File: config.mk
export PLATFORM = sky130hd
export DESIGN_NAME = cmp_bank
export DESIGN_NICKNAME = d
export VERILOG_FILES = /design/src/rtl/cmp_bank_pkg.sv /design/src/rtl/cmp_bank_regs.sv /design/src/rtl/cmp_bank_match.sv /design/src/rtl/cmp_bank_pair.sv /design/src/rtl/cmp_bank.sv
export SDC_FILE = /design/constraint.sdc
export NUM_CORES = 1
export LEC_CHECK = 0
export CORE_MARGIN = 4
export CORE_UTILIZATION = 40
export DETAILED_ROUTE_END_ITERATION = 6
export PLACE_DENSITY = 0.62
export SETUP_SLACK_MARGIN = 0.15
export SYNTH_ARGS = -nofsm -noshare
export SYNTH_HDL_FRONTEND = slang
export SYNTH_HIERARCHICAL = 1
export SYNTH_SLANG_ARGS = --single-unit
File: constraint.sdc
create_clock -name clk -period 2.15 [get_ports clk]
set_input_delay 0.215 -clock clk [delete_from_list [all_inputs] [get_ports clk]]
set_output_delay 0.215 -clock clk [all_outputs]
set_load 0.005 [all_outputs]
File: src/rtl/cmp_bank_pkg.sv
package cmp_bank_pkg;

   typedef enum logic [2:0] {
      OP_NONE,
      OP_CMP,
      OP_CTRL,
      OP_IE,
      OP_INIT,
      OP_CLR
   } wr_op_e;

   // Map a write address onto its register class for a bank of nch channels.
   function automatic wr_op_e decode_op(input int unsigned addr, input int unsigned nch);
      if (addr < nch)           return OP_CMP;
      else if (addr == nch)     return OP_CTRL;
      else if (addr == nch + 1) return OP_IE;
      else if (addr == nch + 2) return OP_INIT;
      else if (addr == nch + 3) return OP_CLR;
      else                      return OP_NONE;
   endfunction

endpackage

File: src/rtl/cmp_bank_regs.sv
module cmp_bank_regs
   import cmp_bank_pkg::*;
#(
   parameter int NCH = 6,
   parameter int TW  = 16,
   parameter int AW  = 4
) (
   input  logic                   clk,
   input  logic                   rst_n,
   input  logic                   wr_en,
   input  logic [AW-1:0]          wr_addr,
   input  logic [TW-1:0]          wr_data,
   input  logic [NCH-1:0]         hit,
   output logic [NCH-1:0][TW-1:0] cmp_val,
   output logic [NCH-1:0]         ch_en,
   output logic [NCH/2-1:0]       pair_md,
   output logic [NCH-1:0]         int_en,
   output logic [NCH-1:0]         flag,
   output logic                   ld_stb,
   output logic [NCH-1:0]         ld_val
);

   localparam int NPAIR = NCH / 2;

   wr_op_e         op;
   logic [NCH-1:0] clr_v;

   assign op     = wr_en ? decode_op(int'(wr_addr), NCH) : OP_NONE;
   assign ld_stb = (op == OP_INIT);
   assign ld_val = wr_data[NCH-1:0];
   assign clr_v  = (op == OP_CLR) ? wr_data[NCH-1:0] : '0;

   for (genvar i = 0; i < NCH; i++) begin : g_cmp
      always_ff @(posedge clk or negedge rst_n) begin
         if (!rst_n)
            cmp_val[i] <= '0;
         else if (op == OP_CMP && int'(wr_addr) == i)
            cmp_val[i] <= wr_data;
      end
   end

   always_ff @(posedge clk or negedge rst_n) begin
      if (!rst_n) begin
         ch_en   <= '0;
         pair_md <= '0;
         int_en  <= '0;
      end else begin
         if (op == OP_CTRL) begin
            ch_en   <= wr_data[NCH-1:0];
            pair_md <= wr_data[NCH +: NPAIR];
         end
         if (op == OP_IE)
            int_en <= wr_data[NCH-1:0];
      end
   end

   // A new match outranks a clear on the same edge.
   always_ff @(posedge clk or negedge rst_n) begin
      if (!rst_n)
         flag <= '0;
      else
         flag <= (flag & ~clr_v) | hit;
   end

   a_r4_flag_on_match: assert property (@(posedge clk) disable iff (!rst_n)
      (|hit) |=> ((flag & $past(hit)) == $past(hit)));

   a_r5_clear_flags: assert property (@(posedge clk) disable iff (!rst_n)
      (op == OP_CLR) |=> ((flag & $past(wr_data[NCH-1:0] & ~hit)) == '0));

endmodule

File: src/rtl/cmp_bank_match.sv
module cmp_bank_match #(
   parameter int NCH = 6,
   parameter int TW  = 16
) (
   input  logic                   adv,
   input  logic [TW-1:0]          count,
   input  logic [NCH-1:0][TW-1:0] cmp_val,
   input  logic [NCH-1:0]         ch_en,
   output logic [NCH-1:0]         hit
);

   for (genvar i = 0; i < NCH; i++) begin : g_eq
      assign hit[i] = adv && ch_en[i] && (count == cmp_val[i]);
   end

endmodule

File: src/rtl/cmp_bank_pair.sv
module cmp_bank_pair (
   input  logic       clk,
   input  logic       rst_n,
   input  logic [1:0] hit,
   input  logic       joined,
   input  logic       adv,
   input  logic       ld_stb,
   input  logic [1:0] ld_val,
   output logic [1:0] lvl
);

   logic [1:0] nxt;

   always_comb begin
      if (ld_stb)
         nxt = ld_val;
      else if (joined)
         nxt = {lvl[1], lvl[0] ^ hit[0] ^ hit[1]};
      else
         nxt = lvl ^ hit;
   end

   always_ff @(posedge clk or negedge rst_n) begin
      if (!rst_n)
         lvl <= '0;
      else
         lvl <= nxt;
   end

   a_r3_hold_idle: assert property (@(posedge clk) disable iff (!rst_n)
      (!adv && !ld_stb) |=> $stable(lvl));

   a_r6_odd_held: assert property (@(posedge clk) disable iff (!rst_n)
      (joined && !ld_stb) |=> $stable(lvl[1]));

   a_r7_double_hit: assert property (@(posedge clk) disable iff (!rst_n)
      (joined && !ld_stb && (&hit)) |=> $stable(lvl[0]));

   a_r8_load_wins: assert property (@(posedge clk) disable iff (!rst_n)
      ld_stb |=> (lvl == $past(ld_val)));

endmodule

File: src/rtl/cmp_bank.sv
module cmp_bank
   import cmp_bank_pkg::*;
#(
   parameter int NCH = 6,
   parameter int TW  = 16,
   parameter int AW  = $clog2(NCH + 4)
) (
   input  logic           clk,
   input  logic           rst_n,
   input  logic [TW-1:0]  tb_count,
   input  logic           tb_adv,
   input  logic           wr_en,
   input  logic [AW-1:0]  wr_addr,
   input  logic [TW-1:0]  wr_data,
   output logic [NCH-1:0] pin_o,
   output logic [NCH-1:0] flag_o,
   output logic [NCH-1:0] irq_o
);

   localparam int NPAIR = NCH / 2;

   if (NCH < 2 || (NCH % 2) != 0) begin : g_bad_nch
      $error("cmp_bank: NCH must be even and at least 2");
   end
   if (NCH + NPAIR > TW) begin : g_bad_tw
      $error("cmp_bank: TW too narrow for control fields");
   end
   if ((1 << AW) < NCH + 4) begin : g_bad_aw
      $error("cmp_bank: AW too narrow for register map");
   end

   logic [NCH-1:0][TW-1:0] cmp_val;
   logic [NCH-1:0]         ch_en;
   logic [NPAIR-1:0]       pair_md;
   logic [NCH-1:0]         int_en;
   logic [NCH-1:0]         hit;
   logic                   ld_stb;
   logic [NCH-1:0]         ld_val;

   cmp_bank_regs #(.NCH(NCH), .TW(TW), .AW(AW)) u_regs (
      .clk     (clk),
      .rst_n   (rst_n),
      .wr_en   (wr_en),
      .wr_addr (wr_addr),
      .wr_data (wr_data),
      .hit     (hit),
      .cmp_val (cmp_val),
      .ch_en   (ch_en),
      .pair_md (pair_md),
      .int_en  (int_en),
      .flag    (flag_o),
      .ld_stb  (ld_stb),
      .ld_val  (ld_val)
   );

   cmp_bank_match #(.NCH(NCH), .TW(TW)) u_match (
      .adv     (tb_adv),
      .count   (tb_count),
      .cmp_val (cmp_val),
      .ch_en   (ch_en),
      .hit     (hit)
   );

   for (genvar p = 0; p < NPAIR; p++) begin : g_pair
      cmp_bank_pair u_pair (
         .clk    (clk),
         .rst_n  (rst_n),
         .hit    (hit[2*p +: 2]),
         .joined (pair_md[p]),
         .adv    (tb_adv),
         .ld_stb (ld_stb),
         .ld_val (ld_val[2*p +: 2]),
         .lvl    (pin_o[2*p +: 2])
      );
   end

   assign irq_o = flag_o & int_en;

   a_r3_no_hit_idle: assert property (@(posedge clk) disable iff (!rst_n)
      !tb_adv |=> ((flag_o & ~$past(flag_o)) == '0));

endmodule

== Word level (Yosys, flattened, before mapping) ==
Cells that the tools add are included.
Storage, ports and cells
  logic and storage cells: 85
  bits of input ports: 40
  bits in registers: 123
  output and inout port bits: 18
Cells by class
  reduce and logical (&&, ||, !) cells: 19
  muxes and demuxes: 13
  bitwise logic cells: 13
  $lt $le $gt $ge: 1
  eq/ne operators: 23
Operators with widths (number)
  == test 16 bit: 6
  logical AND 1 bit: 18
  2-to-1 mux 3 bit: 6
  == test 4 x 3 -> 1 bit (second input constant): 4
  == test 4 bit (second input constant): 4
  bitwise AND 6 bit: 2
  2-to-1 mux 2 bit: 6
  == test 3 x 2 -> 1 bit (second input constant): 2
  == test 3 bit (second input constant): 2
  2-to-1 mux 6 bit: 1
  inequality test 2 x 1 -> 1 bit (second input constant): 3
  NOT 6 bit: 1
  OR 6 bit: 1
  bitwise XOR 1 bit: 6
  bitwise XOR 2 bit: 3
  == test 4 x 2 -> 1 bit (second input constant): 1
  logical NOT 4 bit: 1
  less-than comparator 4 x 3 -> 1 bit (second input constant): 1
  == test 3 x 1 -> 1 bit (second input constant): 1

== Logic depth before layout (Yosys ltp) ==
  depth after elaboration: 12
  mapped depth: 8

== By module ==
The synthesis kept the hierarchy.
Modules (own cells, without submodules)
  cmp_bank_regs: cells an instance 272, seq. area each 2927.8 µm², area each 4608.2 µm², times used 1
  cmp_bank_match: cells an instance 148, seq. area each 0.0 µm², area each 1252.5 µm², times used 1
  cmp_bank_pair: cells an instance 11, seq. area each 50.0 µm², area each 106.4 µm², times used 3
  cmp_bank: cells an instance 6, seq. area each 0.0 µm², area each 37.5 µm², times used 1

== Worst setup path before layout ==
Ideal clock, no wire load.
  path kind: register -> register
  start: register u_regs/cmp_val[55] (netlist bit)
  end: register g_pair[1].u_pair.lvl[1]
  stages on the path, launching flop included: 8
  data arrival time: 1.694 ns
  slack: 0.321 ns
  cells stage by stage: dfrtp_1 > xnor2_1 > nand4_1 > or4_1 > nor4_2 > nor2b_2 > xnor2_1 > o21ai_0
Between the ends
  word-level cells in the longest chain between the ends: 5
Ends and longest elaborated chain
  start: declaration: line cmp_bank_regs.sv:14  | output logic [NCH-1:0][TW-1:0] cmp_val,
  start signal: indexed assignment: line cmp_bank_regs.sv:38  | cmp_val[i] <= wr_data;
  == test 16 bit: line cmp_bank_match.sv:13  | assign hit[i] = adv && ch_en[i] && (count == cmp_val[i]);
  logical AND 1 bit: line cmp_bank_match.sv:13
  net hit[3]: line cmp_bank.sv:36  | logic [NCH-1:0] hit;
  bitwise XOR 2 bit: line cmp_bank_pair.sv:20  | nxt = lvl ^ hit;
  2-to-1 mux 2 bit: line cmp_bank_pair.sv:17  | else if (joined)
  2-to-1 mux 2 bit: line cmp_bank_pair.sv:15  | if (ld_stb)
  end signal: assignment: line cmp_bank_pair.sv:27  | lvl <= nxt;
  end: declaration: line cmp_bank_pair.sv:9  | output logic [1:0] lvl
The timed path passes the listed nets, and every way through them passes these cells. The select of a mux whose other input is x is not followed.
A chain may end at the register's enable or synchronous reset.

== Final worst setup path ==
  start: input port tb_count[8]
  end: register g_pair[1].u_pair.lvl[1]
Between the ends
  word-level cells in the longest chain between the ends: 5
Ends and longest elaborated chain
  start: declaration: line cmp_bank.sv:10  | input logic [TW-1:0] tb_count,
  == test 16 bit: line cmp_bank_match.sv:13
  logical AND 1 bit: line cmp_bank_match.sv:13
  net hit[3]: line cmp_bank.sv:36
  bitwise XOR 2 bit: line cmp_bank_pair.sv:20
  2-to-1 mux 2 bit: line cmp_bank_pair.sv:17
  2-to-1 mux 2 bit: line cmp_bank_pair.sv:15
The timed path passes the listed nets, and every way through them passes these cells. The select of a mux whose other input is x is not followed.

==> results.sh <==
export IMPL_status="complete, no violations"
export IMPL_skew_ps=7.46
export IMPL_placed_cell_area_um2=7130
export IMPL_crit_arrival_ps=2420
export IMPL_maxSlewViolCount=0
export IMPL_synth_ff_type="dfrtp_1"
export IMPL_maxCapViolations=0
export IMPL_ys_seq_elements=123
export IMPL_grtUsageTotal=0.185
export IMPL_critical_path_cell_chain="clkdlybuf4s50_1 -> buf_4 -> xnor2_1 -> nand4_1 -> or4_4 -> nor4_4 -> nor2b_4 -> xnor2_2 -> o21ai_1"
export IMPL_p_leak_nw=3.43
export IMPL_final_cell_area_um2=7970
export IMPL_cts_buffer_depth=2
export IMPL_dp_hpwl_um=11100
export IMPL_async_flop_share=1.00
export IMPL_wl_per_cell_um=20.5
export IMPL_vias_per_cell=5.16
export IMPL_drc=0
export IMPL_grt_pass1_wl_um=24500
export IMPL_synthCells=459
export IMPL_dpl_worst_slack_ps=-565
export IMPL_r2r_cells=8
export IMPL_r2r_slack_ps=30
export IMPL_critPathMaxStageDelay_ps=490
export IMPL_diodes=0
export IMPL_place_congestion=0.811
export IMPL_hold_viol_final=0
export IMPL_grt_pass1_vias=4196
export IMPL_antenna_found_initial=0
export IMPL_power_mw=7.38
export IMPL_grt_max_degree=46
export IMPL_crit_slowest_cell="or4_4"
export IMPL_synth_nets=499
export IMPL_numClockSinks=123
export IMPL_drt_initial_drc_count=252
export IMPL_layout_setup_ws_ps=10.4
export IMPL_syn_to_final_growth_pct=28.3
export IMPL_wl_um=15500
export IMPL_path_clk_slew_ps=50
export IMPL_first_pass_iters=4
export IMPL_dr_total_vias=3886
export IMPL_htree_levels=4
export IMPL_io_buffers=57
export IMPL_rr_startpoint="u_regs/cmp_val[36]"
export IMPL_fin_nets=594
export IMPL_start_util=0.409
export IMPL_cts_tree="done"
export IMPL_hold_path_class="input pin to asynchronous set/reset pin"
export IMPL_rows=45
export IMPL_core_area_um2=15200
export IMPL_tightest_slew_ps=572
export IMPL_yosysUniqueCellTypes=31
export IMPL_rsz0062_at_grt="true"
export IMPL_yosys_warnings=6
export IMPL_setup_viol=0
export IMPL_fin_crit_sh=0.995
export IMPL_grt_overflow=0
export IMPL_die_h_um=133
export IMPL_synth_area_um2=6220
export IMPL_relSlewSlack=0.619
export IMPL_power_density_nw_per_um2=926
export IMPL_cts_made_buffers=17
export IMPL_die_x_um=133
export IMPL_whs_ps=335
export IMPL_worstPathRequired_ps=2430
export IMPL_worstSetupStartpointType="input pin"
export IMPL_dieArea_um2=17600
export IMPL_cp_max_fo=6
export IMPL_max_clock_freq_ghz=0.467
export IMPL_vdd_drop_max_mv=0.668
export IMPL_antenna_left=0
export IMPL_drive_gt1_frac=0.407
export IMPL_crit_type="input pin to register"
export IMPL_fin_crit_ps=2140
export IMPL_synth_edf_count=0
export IMPL_crit_path_start="tb_count[8]"
export IMPL_tns_ps=0
export IMPL_avgSynthCellArea_um2=13.5
export IMPL_cts_root_buf="clkbuf_16"
export IMPL_reg2reg_to="g_pair[1].u_pair/lvl[0]"
export IMPL_ios=58
export IMPL_end_kind="register"
export IMPL_yosysSeqAreaShare=0.495
export IMPL_clk_insertion_delay_late_ps=420
## how the worst max path moves through the flow
stage	to	slack (ps)	cells after the start
2_1_floorplan	g_pair[1].u_pair/lvl[1]	320	7
3_3_place_gp	g_pair[0].u_pair/lvl[1]	-560	10
3_5_place_dp	g_pair[0].u_pair/lvl[1]	-560	10
4_1_cts	g_pair[1].u_pair/lvl[1]	-80	7
5_1_grt	g_pair[1].u_pair/lvl[0]	-30	8
6_report	g_pair[1].u_pair/lvl[1]	10	9
## layout by cell type (no fill, tap or decap), types with 5 or more instances in the layout
cell             synthesis  routed
xnor2_2                  0      23
clkdlybuf4s50_1          0      47
or4_4                    0       6
buf_12                   2       6
o21ai_1                  3       5
mux2_2                  91      91
nor4_4                   1       7
mux2_4                  20      20
nand4_1                 18      18
dfrtp_1                123     123
nand2_1                 11      11
xnor2_1                 87      64
clkbuf_1                 1       7
and2_1                   7       7
clkbuf_16                0      17
dlygate4sd2_1            0       7
xor2_1                  18      18
nand3_1                 12      11
buf_4                    7      42
a21o_1                   6       6
## area by class of cell
type,instances,area [um^2]
fillers,1324,7230
multi-input cells,304,3110
well taps,188,235
flip-flops and latches,123,3080
clock inverters,2,10.0
clock buffers,28,507
repair buffers,108,1040
## cells by family (layout without fill, tap and decap cells)
kind of cell / Yosys count / count (layout) / synth area share
flip-flops: 123 / 123 / 0.495
XOR/XNOR: 105 / 105 / 0.148
AND/OR/NAND/NOR: 76 / 76 / 0.0845
buffers and inverters: 32 / 138 / 0.0473
multiplexers: 111 / 111 / 0.213
AO/OA/AOI/OAI: 12 / 12 / 0.0121
## power breakdown
part	internal [mW]	leakage, nW	total (mW)	switching [mW]
Combinational	0.989	1.66	1.66	0.669
Clock	1.58	0.254	2.51	0.940
Sequential	2.83	1.52	3.21	0.378
Total	5.40	3.43	7.38	1.99
## routing by layer
metal  part of all wire  up-vias  global-route usage
met3              0.041       19              0.0395
met1               0.44     2017               0.239
met2               0.51       74               0.310
met5                  0        -                   0
met4              0.015        0              0.0624
li1                   -     1776                   -
## registers in the layout (all words and copies together) (netlist names)
signal,count
g_pair.u_pair/lvl,6
u_regs/flag,6
u_regs/ch_en,6
u_regs/cmp_val,96
u_regs/int_en,6
u_regs/pair_md,3
## critical path, delay by kind of cell
kind,cells,cell delay (ps)
AND/OR/NAND/NOR,4,1220
buffers and inverters,2,650
XOR/XNOR,2,250
AO/OA/AOI/OAI,1,70
## stage by stage
step | util | instances
finish | 0.525 | 753
global route | 0.525 | 753
CTS | 0.514 | 749
detailed placement | 0.469 | 716
global placement | 0.469 | 716
floorplan | - | 459
## synth_stat cells (2+ instances only)
| master | n | area (um^2) |
|---|---|---|
| buf_6 | 14 | 158 |
| o21ai_1 | 3 | 15.0 |
| dfrtp_1 | 123 | 3080 |
| a21o_1 | 6 | 45.0 |
| mux2_4 | 20 | 300 |
| and3b_1 | 2 | 17.5 |
| o21ai_0 | 3 | 15.0 |
| nor4_2 | 6 | 75.1 |
| mux2_2 | 91 | 1020 |
| nor2b_2 | 3 | 26.3 |
| xor2_1 | 18 | 158 |
| and2_1 | 7 | 43.8 |
| xnor2_1 | 87 | 762 |
| buf_2 | 8 | 40.0 |
| or4_1 | 6 | 45.0 |
| nand2_1 | 11 | 41.3 |
| buf_4 | 7 | 52.6 |
| nand3_1 | 12 | 60.1 |
| nand4_1 | 18 | 113 |
| nor2_1 | 2 | 7.51 |
| buf_12 | 2 | 40.0 |
## repair_timing
item / CTS / global route
pin swaps: 13 / 12
resized for setup: 31 / 21
buffers inserted: 2 / 4
hold buffers: 1 / 0
setup endpoints to repair: 11 / 8
hold endpoints to repair: 40 / 0
(Power assumes the default switching activity.)
